--- src/rtl/uart_ir_pkg.sv ---
package uart_ir_pkg;

  typedef enum logic [1:0] {
    PATH_WIRE = 2'd0,
    PATH_IR   = 2'd1,
    PATH_LOOP = 2'd2
  } line_path_e;

  // Loopback overrides infrared, which overrides the plain wire path.
  function automatic line_path_e pick_path(input logic ir_on, input logic loop_on);
    if (loop_on)    return PATH_LOOP;
    else if (ir_on) return PATH_IR;
    else            return PATH_WIRE;
  endfunction

endpackage

--- src/rtl/uart_ir_sync.sv ---
module uart_ir_sync #(
  parameter int          WIDTH   = 1,
  parameter int          STAGES  = 2,
  parameter logic [WIDTH-1:0] RST_VAL = '0
) (
  input  logic             clk,
  input  logic             rst,
  input  logic [WIDTH-1:0] din,
  output logic [WIDTH-1:0] dout
);

  logic [WIDTH-1:0] stg [STAGES];

  for (genvar i = 0; i < STAGES; i++) begin : g_stg
    if (i == 0) begin : g_first
      always_ff @(posedge clk) begin
        if (rst) stg[i] <= RST_VAL;
        else     stg[i] <= din;
      end
    end else begin : g_next
      always_ff @(posedge clk) begin
        if (rst) stg[i] <= RST_VAL;
        else     stg[i] <= stg[i-1];
      end
    end
  end

  assign dout = stg[STAGES-1];

endmodule

--- src/rtl/uart_ir_enc.sv ---
module uart_ir_enc #(
  parameter int OSR         = 16,
  parameter int PULSE_START = 7,
  parameter int PULSE_LEN   = 3
) (
  input  logic clk,
  input  logic rst,
  input  logic samp_en,
  input  logic bit_start,
  input  logic ser_in,
  output logic pulse_o
);

  localparam int PW = $clog2(OSR);

  logic [PW-1:0] ph_q;
  logic [PW-1:0] idx;
  logic          in_win;

  always_comb begin
    idx    = bit_start ? '0 : ph_q;
    in_win = (int'(idx) >= PULSE_START) && (int'(idx) < PULSE_START + PULSE_LEN);
  end

  always_ff @(posedge clk) begin
    if (rst) begin
      ph_q    <= '0;
      pulse_o <= 1'b0;
    end else if (samp_en) begin
      ph_q    <= (int'(idx) == OSR - 1) ? '0 : idx + PW'(1);
      pulse_o <= !ser_in && in_win;
    end
  end

endmodule

--- src/rtl/uart_ir_dec.sv ---
module uart_ir_dec #(
  parameter int STRETCH = 16
) (
  input  logic clk,
  input  logic rst,
  input  logic samp_en,
  input  logic clear,
  input  logic pulse_in,
  output logic data_o
);

  localparam int CW = $clog2(STRETCH + 1);

  logic [CW-1:0] cnt_q;

  always_ff @(posedge clk) begin
    if (rst || clear) begin
      cnt_q <= '0;
    end else if (samp_en) begin
      if (pulse_in)          cnt_q <= CW'(STRETCH);
      else if (cnt_q != '0)  cnt_q <= cnt_q - CW'(1);
    end
  end

  assign data_o = (cnt_q == '0);

endmodule

--- src/rtl/uart_ir_line.sv ---
module uart_ir_line
  import uart_ir_pkg::*;
#(
  parameter int OSR         = 16,
  parameter int PULSE_START = 7,
  parameter int PULSE_LEN   = 3,
  parameter int STRETCH     = 16,
  parameter int SYNC_STAGES = 2
) (
  input  logic clk,
  input  logic rst,
  input  logic samp_en,
  input  logic glob_ir_en,
  input  logic ir_wr_en,
  input  logic ir_wr_val,
  input  logic rx_inv,
  input  logic lpbk,
  input  logic tx_ser,
  input  logic tx_busy,
  input  logic tx_bit_start,
  input  logic rx_pin,
  input  logic rts_req,
  input  logic dtr_req,
  input  logic cts_n_pin,
  input  logic dsr_n_pin,
  input  logic dcd_n_pin,
  input  logic ri_n_pin,
  output logic tx_pin,
  output logic rx_ser,
  output logic ir_mode,
  output logic rts_n,
  output logic dtr_n,
  output logic cts,
  output logic dsr,
  output logic dcd,
  output logic ri
);

  localparam int NSYNC = 5;

  logic             ir_q;
  logic [NSYNC-1:0] pin_raw, pin_s;
  logic             s_rx, s_cts_n, s_dsr_n, s_dcd_n, s_ri_n;
  logic             enc_pulse, dec_data, dec_clear, ir_pulse;
  line_path_e       path;

  logic tx_q, rx_q, rts_n_q, dtr_n_q, cts_q, dsr_q, dcd_q, ri_q;

  // Mode bit: captured from the global pin at reset, then software-owned.
  always_ff @(posedge clk) begin
    if (rst)           ir_q <= glob_ir_en;
    else if (ir_wr_en) ir_q <= ir_wr_val;
  end

  assign pin_raw = {ri_n_pin, dcd_n_pin, dsr_n_pin, cts_n_pin, rx_pin};

  uart_ir_sync #(
    .WIDTH   (NSYNC),
    .STAGES  (SYNC_STAGES),
    .RST_VAL (5'b11110)
  ) u_sync (
    .clk  (clk),
    .rst  (rst),
    .din  (pin_raw),
    .dout (pin_s)
  );

  assign {s_ri_n, s_dcd_n, s_dsr_n, s_cts_n, s_rx} = pin_s;

  uart_ir_enc #(
    .OSR         (OSR),
    .PULSE_START (PULSE_START),
    .PULSE_LEN   (PULSE_LEN)
  ) u_enc (
    .clk       (clk),
    .rst       (rst),
    .samp_en   (samp_en),
    .bit_start (tx_bit_start),
    .ser_in    (tx_ser),
    .pulse_o   (enc_pulse)
  );

  assign ir_pulse  = s_rx ^ rx_inv;
  assign dec_clear = !ir_q || tx_busy;

  uart_ir_dec #(
    .STRETCH (STRETCH)
  ) u_dec (
    .clk      (clk),
    .rst      (rst),
    .samp_en  (samp_en),
    .clear    (dec_clear),
    .pulse_in (ir_pulse),
    .data_o   (dec_data)
  );

  assign path = pick_path(ir_q, lpbk);

  always_ff @(posedge clk) begin
    if (rst) begin
      tx_q    <= !glob_ir_en;
      rx_q    <= 1'b1;
      rts_n_q <= 1'b1;
      dtr_n_q <= 1'b1;
      cts_q   <= 1'b0;
      dsr_q   <= 1'b0;
      dcd_q   <= 1'b0;
      ri_q    <= 1'b0;
    end else begin
      unique case (path)
        PATH_LOOP: begin
          tx_q <= 1'b1;
          rx_q <= tx_ser;
        end
        PATH_IR: begin
          tx_q <= enc_pulse;
          rx_q <= dec_data;
        end
        default: begin
          tx_q <= tx_ser;
          rx_q <= s_rx;
        end
      endcase
      if (path == PATH_LOOP) begin
        rts_n_q <= 1'b1;
        dtr_n_q <= 1'b1;
        cts_q   <= rts_req;
        dsr_q   <= dtr_req;
        dcd_q   <= 1'b0;
        ri_q    <= 1'b0;
      end else begin
        rts_n_q <= !rts_req;
        dtr_n_q <= !dtr_req;
        cts_q   <= !s_cts_n;
        dsr_q   <= !s_dsr_n;
        dcd_q   <= !s_dcd_n;
        ri_q    <= !s_ri_n;
      end
    end
  end

  assign tx_pin  = tx_q;
  assign rx_ser  = rx_q;
  assign ir_mode = ir_q;
  assign rts_n   = rts_n_q;
  assign dtr_n   = dtr_n_q;
  assign cts     = cts_q;
  assign dsr     = dsr_q;
  assign dcd     = dcd_q;
  assign ri      = ri_q;

endmodule

--- config.mk ---
export PLATFORM = sky130hd
export DESIGN_NAME = uart_ir_line
export DESIGN_NICKNAME = d
export VERILOG_FILES = /design/src/rtl/uart_ir_pkg.sv /design/src/rtl/uart_ir_sync.sv /design/src/rtl/uart_ir_enc.sv /design/src/rtl/uart_ir_dec.sv /design/src/rtl/uart_ir_line.sv
export SDC_FILE = /design/constraint.sdc
export NUM_CORES = 1
export LEC_CHECK = 0
export ABC_AREA = 1
export CORE_ASPECT_RATIO = 1.4
export CORE_UTILIZATION = 30
export CTS_BUF_LIST = sky130_fd_sc_hd__clkbuf_4
export DETAILED_ROUTE_END_ITERATION = 16
export DONT_BUFFER_PORTS = 1
export PLACE_DENSITY_LB_ADDON = 0.15
export RECOVER_POWER = 50
export SLEW_MARGIN = 40
export SYNTH_ARGS = -nofsm -noshare
export SYNTH_HDL_FRONTEND = slang
export SYNTH_SLANG_ARGS = --single-unit
--- constraint.sdc ---
create_clock -name clk -period 1.9 [get_ports clk]
set_clock_uncertainty 0.1 [all_clocks]
set_input_delay 0 -clock clk [delete_from_list [all_inputs] [get_ports clk]]
set_output_delay 0 -clock clk [all_outputs]
set_load 0.05 [all_outputs]
# ---- Word level (Yosys, flattened, before mapping)
# Memories as Yosys holds them, arrays and structs flattened.
# Index checks and enable logic that the tools add are counted.
dict set report totals {
  word_cells 60
  mem_count 1
  latch_bits 0
  rom_bits 0
  regBits 19
  in_bits 18
  mem_bits_rw 10
}
# memory words word_bits read_ports rd_ports_with_merged_regs write_ports line
set mem_list {}
lappend mem_list {u_sync.stg 2 5 2 0 2 uart_ir_sync.sv:12} ;# logic [WIDTH-1:0] stg [STAGES];
dict set report op_classes {
  div_mod_pow 0
  n_lt_le_gt_ge 2
  n_mul 0
  reduce_logical 19
  n_eq_ne 3
  n_shift 0
  n_addsub 2
  n_bitwise 3
  mux 18
}
# cell n
set op_table {}
lappend op_table {{two-way mux 5 bit} 4}
lappend op_table {{zero test 1 bit} 9}
lappend op_table {{two-way mux 1 bit} 9}
lappend op_table {{two-way mux 4 bit} 2}
lappend op_table {{zero test 5 bit} 1}
lappend op_table {{nonzero test 5 bit} 1}
lappend op_table {{subtractor 5 x 1 -> 5 bit, second input constant} 1}
lappend op_table {{adder 4 x 1 -> 4 bit, second input constant} 1}
lappend op_table {{equality test 4 x 1 -> 1 bit, second input constant} 1}
lappend op_table {{greater-or-equal comparator 4 x 3 -> 1 bit, second input constant} 1}
lappend op_table {{less-than comparator 4 bit, second input constant} 1}
lappend op_table {{one-hot mux 1 bit (2 select lines)} 2}
lappend op_table {{nonzero test 2 bit} 2}
lappend op_table {{equality test 2 x 1 -> 1 bit, second input constant} 1}
lappend op_table {{equality test 2 bit, second input constant} 1}
lappend op_table {{logical AND 1 bit} 2}
lappend op_table {{logical OR 1 bit} 2}
lappend op_table {{two-way mux 2 bit} 1}
lappend op_table {{OR 1 bit} 2}
lappend op_table {{AND reduction 2 bit} 1}
lappend op_table {{OR reduction 2 bit} 1}
lappend op_table {{XOR 1 bit} 1}

# ---- Longest topological paths before layout
dict set report logic_depth {
  ltp_word 5
  depth_mapped 8
  mapped_depth_nobuf 8
}

# ---- Cells and area by module
# From an unflattened synthesis, not the netlist that was laid out.
dict set report unflattened {
  cells_unflattened 155
  area_unflattened_um2 1169.9
}
# mod n_inst cells_each area_per_inst_um2 seq_area_each_um2
set by_module_without_submodules {}
lappend by_module_without_submodules {uart_ir_line 1 39 326.6 190.2}
lappend by_module_without_submodules {uart_ir_dec 1 50 319.1 100.1}
lappend by_module_without_submodules {uart_ir_sync 1 31 281.5 200.2}
lappend by_module_without_submodules {uart_ir_enc 1 35 242.7 100.1}

# ---- Least setup slack after synthesis
# OpenSTA, ideal clock, no wires.
dict set report synth_path {
  kind {flip-flop to flip-flop}
  start {register ir_q (netlist: ir_mode)}
  end {register u_dec.cnt_q[0]}
  period_less_slack_ps 1385
  slack_ps 515
  path_buffers 0
  t_arrival_ps 1212
  required_ps 1727
  stages_incl_launch_ff 5
  path_cell_list {edfxtp_1 -> inv_1 -> nor3_4 -> nand2_2 -> nor3_2}
}
dict set report synth_between {
  elab_chain_cells 3
}
# element line
set synth_rtl {}
lappend synth_rtl {{start, declared} uart_ir_line.sv:41} ;# logic ir_q;
lappend synth_rtl {{start signal, assigned} uart_ir_line.sv:51} ;# if (rst) ir_q <= glob_ir_en;
lappend synth_rtl {{start signal, assigned} uart_ir_line.sv:52} ;# else if (ir_wr_en) ir_q <= ir_wr_val;
lappend synth_rtl {{zero test 1 bit} uart_ir_line.sv:84} ;# assign dec_clear = !ir_q || tx_busy;
lappend synth_rtl {{logical OR 1 bit} uart_ir_line.sv:84}
lappend synth_rtl {{logical OR 1 bit} uart_ir_dec.sv:17} ;# if (rst || clear) begin
lappend synth_rtl {{end signal, assigned} uart_ir_dec.sv:20} ;# if (pulse_in) cnt_q <= CW'(STRETCH);
lappend synth_rtl {{end signal, assigned} uart_ir_dec.sv:21} ;# else if (cnt_q != '0) cnt_q <= cnt_q - CW'(1);
lappend synth_rtl {{end, declared} uart_ir_dec.sv:14} ;# logic [CW-1:0] cnt_q;
# No other way between the ends.
# A chain may end at the register's enable or synchronous reset.

# ---- Final worst setup path
dict set report layout_path {
  start {register u_enc.ph_q[0]}
  end {register u_enc.ph_q[3]}
}
dict set report layout_between {
  elab_chain_cells 3
}
# element line
set layout_rtl {}
lappend layout_rtl {{start, declared} uart_ir_enc.sv:16} ;# logic [PW-1:0] ph_q;
lappend layout_rtl {{start signal, assigned} uart_ir_enc.sv:30} ;# ph_q <= (int'(idx) == OSR - 1) ? '0 : idx + PW'(1);
lappend layout_rtl {{two-way mux 4 bit *} uart_ir_enc.sv:21} ;# idx = bit_start ? '0 : ph_q;
lappend layout_rtl {{adder 4 x 1 -> 4 bit or equality test 4 x 1 -> 1 bit (tied branches)} uart_ir_enc.sv:30}
lappend layout_rtl {{two-way mux 4 bit *} uart_ir_enc.sv:30}
# Every way passes the cells marked *; elsewhere a longest branch is shown, timed or not.

==> results.py <==
metrics = {
    "run_status": {
        "outcome": "complete, no violations",
    },
    "floorplan": {
        "fp.dieH_um": 75.9,
        "core_sq_um": 3680,
        "start_util_pct": 31.9,
        "die_w_um": 54.8,
        "dieArea_sq_um": 4160,
        "num_rows": 26,
        "io_pins": 27,
    },
    "cts": {
        "cts_tree": "built",
        "path_clk_slew_ns": 0.09,
        "insertion_delay_ns": 0.32,
        "numClockSinks": 29,
        "cts-root-buf": "clkbuf_4",
        "htreeDepth": 2,
        "clockBufferDepth": 2,
        "numCtsBuffers": 5,
    },
    "route": {
        "ant_nets": 0,
        "routed_via_density": 4.53,
        "drc": 0,
        "wl_per_cell_um": 10.9,
        "finalWirelength_mm": 2.30,
        "via_count": 956,
        "drt_pass1_iterations": 4,
        "drt_iter0_markers": 11,
    },
    "yosys": {
        "syn-cell-area_sq_um": 1170,
        "synth_cell_types": 25,
        "postSynthCellCount": 141,
        "avgSynthCellArea_sq_um": 8.31,
        "netlist.area_leader.share_pct": 47.9,
        "ys_ff_latch": 29,
        "ys_seq_area_share_pct": 50.4,
        "netlist_top_cells_area": "dfxtp_1, nand2_1, inv_1",
        "synth_nets": 161,
        "ys_warn_count": 0,
        "synth_largest_area_cell": "dfxtp_1",
    },
    "worst_setup_path": {
        "startpoint_type": "flop",
        "reg2reg_depth": 9,
        "r2r_setup_slack_ns": 0.12,
        "r2r_start": "u_enc.ph_q[0]",
        "critPathKind": "reg -> reg",
        "r2r_end": "u_enc.ph_q[3]",
        "critPathCaptureType": "flop",
        "cp.required_ns": 2.01,
        "cp.arrival_ns": 1.88,
        "critPathMaxFanout": 3,
    },
    "global_route": {
        "grt_start_max_net_pins": 18,
        "overflow": 0,
        "grt_pass1_vias": 903,
        "grt_pass1_wl_mm": 3.88,
        "track_usage_pct": 12.9,
        "grt_antenna_before_repair": 0,
    },
    "flow_run": {
        "drv_cap": 0,
    },
    "layout": {
        "final_cell_mix": "dfxtp_1, nand2_1, dlygate4sd3_1",
        "instances_no_fill": 211,
        "fin_nets": 188,
        "drive_gt1_share_pct": 17.2,
        "layout-area-overhead-vs-synth_pct": 26.6,
        "final_common_cell": "dfxtp_1",
        "num_antenna_cells": 0,
    },
    "pwr": {
        "p_leak_nw": 0.617,
        "vdd_drop_max_mv": 0.514,
        "power_density_nw_per_um2": 797,
    },
    "worst_hold_path": {
        "min_from": "dcd_n_pin",
        "hp-class": "in -> reg",
        "holdPathEnd": "u_sync.stg[0][3]",
        "hold_depth": 2,
    },
    "sta": {
        "slew-limit-headroom_pct": 60.4,
        "setup_violations": 0,
        "worst_pin_slew_ns": 0.597,
        "fin_crit_ns": 1.78,
        "hold_violations": 0,
        "drv_slew": 0,
        "rsz0062_at_grt": "false",
        "fmax_mhz": 563,
        "tns_ns": 0,
        "period_share_pct": 93.5,
    },
    "placed_design": {
        "dpl.cell_count": 182,
        "gp_congestion": 0.763,
        "io_buffers": 0,
        "dp_hpwl_mm": 1.60,
    },
}
==> timing repair <==
action                                 4_1_cts  5_1_grt
setup endpoints to repair                    0        1
hold buffers                                21        0
endpoints found under the hold margin       30        0
resized for setup                            0        3
setup buffers                                0        0
==> worst max path at each step <==
stage,cells past startpoint,from,end
2_1_floorplan,4,ir_mode,u_dec.cnt_q[0]
3_3_place_gp,7,u_dec.cnt_q[0],u_dec.cnt_q[0]
3_5_place_dp,7,u_dec.cnt_q[0],u_dec.cnt_q[0]
4_1_cts,9,u_enc.ph_q[0],u_enc.ph_q[3]
5_1_grt,9,u_enc.ph_q[0],u_enc.ph_q[3]
6_report,9,u_enc.ph_q[0],u_enc.ph_q[3]
==> where the power goes <==
| group | switching [W] | internal, W |
|---|---|---|
| Sequential | 0.0000449 | 0.000641 |
| Clock | 0.000205 | 0.000155 |
| Combinational | 0.0000750 | 0.0000608 |
| Total | 0.000325 | 0.000856 |
==> synth_stat cells, drive strengths merged <==
cell    count
a21boi      1
a21oi      14
buf         2
dfxtp      28
edfxtp      1
ha          2
inv        20
nand2      28
nand3      10
nand4       1
nor2       13
nor3        2
o211ai      1
o21ai       6
o22ai       1
or2        10
xnor2       1
==> metrics by stage <==
step                      instance area, sq um  worst slack, ns  util, %  power, W  hold slack [ns]
after floorplan                           1170            0.515        -  0.000779          -0.0312
after global placement                    1210            0.623     33.0  0.000793          -0.0266
after detailed placement                  1210            0.596     33.0  0.000793          -0.0258
after CTS                                 1480           0.0565     40.3   0.00120            0.194
after global routing                      1480          0.00344     40.3   0.00126            0.188
final                                     1480            0.123     40.3   0.00118            0.216
==> flip-flops by register name, indices dropped and copies added, names as in the netlist <==
register / flops
dsr: 1
u_sync.stg: 10
u_enc.ph_q: 4
dtr_n: 1
rts_n: 1
u_enc.pulse_o: 1
ri: 1
u_dec.cnt_q: 5
ir_mode: 1
dcd: 1
cts: 1
rx_ser: 1
tx_pin: 1
==> cell type report <==
class | instances | area [sq um]
inverters | 20 | 75.1
flip-flops and latches | 29 | 592
repair buffers | 22 | 214
fillers | 392 | 2190
clock buffers | 6 | 45.0
well taps | 42 | 52.6
multi-input cells | 90 | 494
clock inverters | 2 | 10.0
==> routing by layer <==
| layer | part of all wire (%) | up-vias | GRT usage [%] |
|---|---|---|---|
| li1 | - | 500 | - |
| met1 | 46 | 430 | 15.6 |
| met2 | 48 | 21 | 18.9 |
| met3 | 4.5 | 5 | 5.42 |
| met4 | 2.2 | 0 | 6.15 |
| met5 | 0 | - | 0 |
==> worst max-delay path, stage by stage, from the launching register on <==
cell           delay [ns]
dfxtp_2              0.35
inv_1                0.05
nor2_2               0.10
ha_2                 0.19
nand2_1              0.07
nand2_1              0.07
nand2_1              0.04
nand2_1              0.06
a21oi_1              0.05
dlygate4sd3_1        0.58
==> logic make-up after synthesis <==
group / count (synthesis) / share of synthesized area (%)
AO/OA/AOI/OAI: 23 / 11.0
XOR/XNOR: 1 / 0.748
adder cells (fa/ha/maj): 2 / 2.14
buffers and inverters: 22 / 7.80
AND/OR/NAND/NOR: 64 / 27.9
flip-flops: 29 / 50.4
Note: power is estimated with default switching activity, not from simulation.
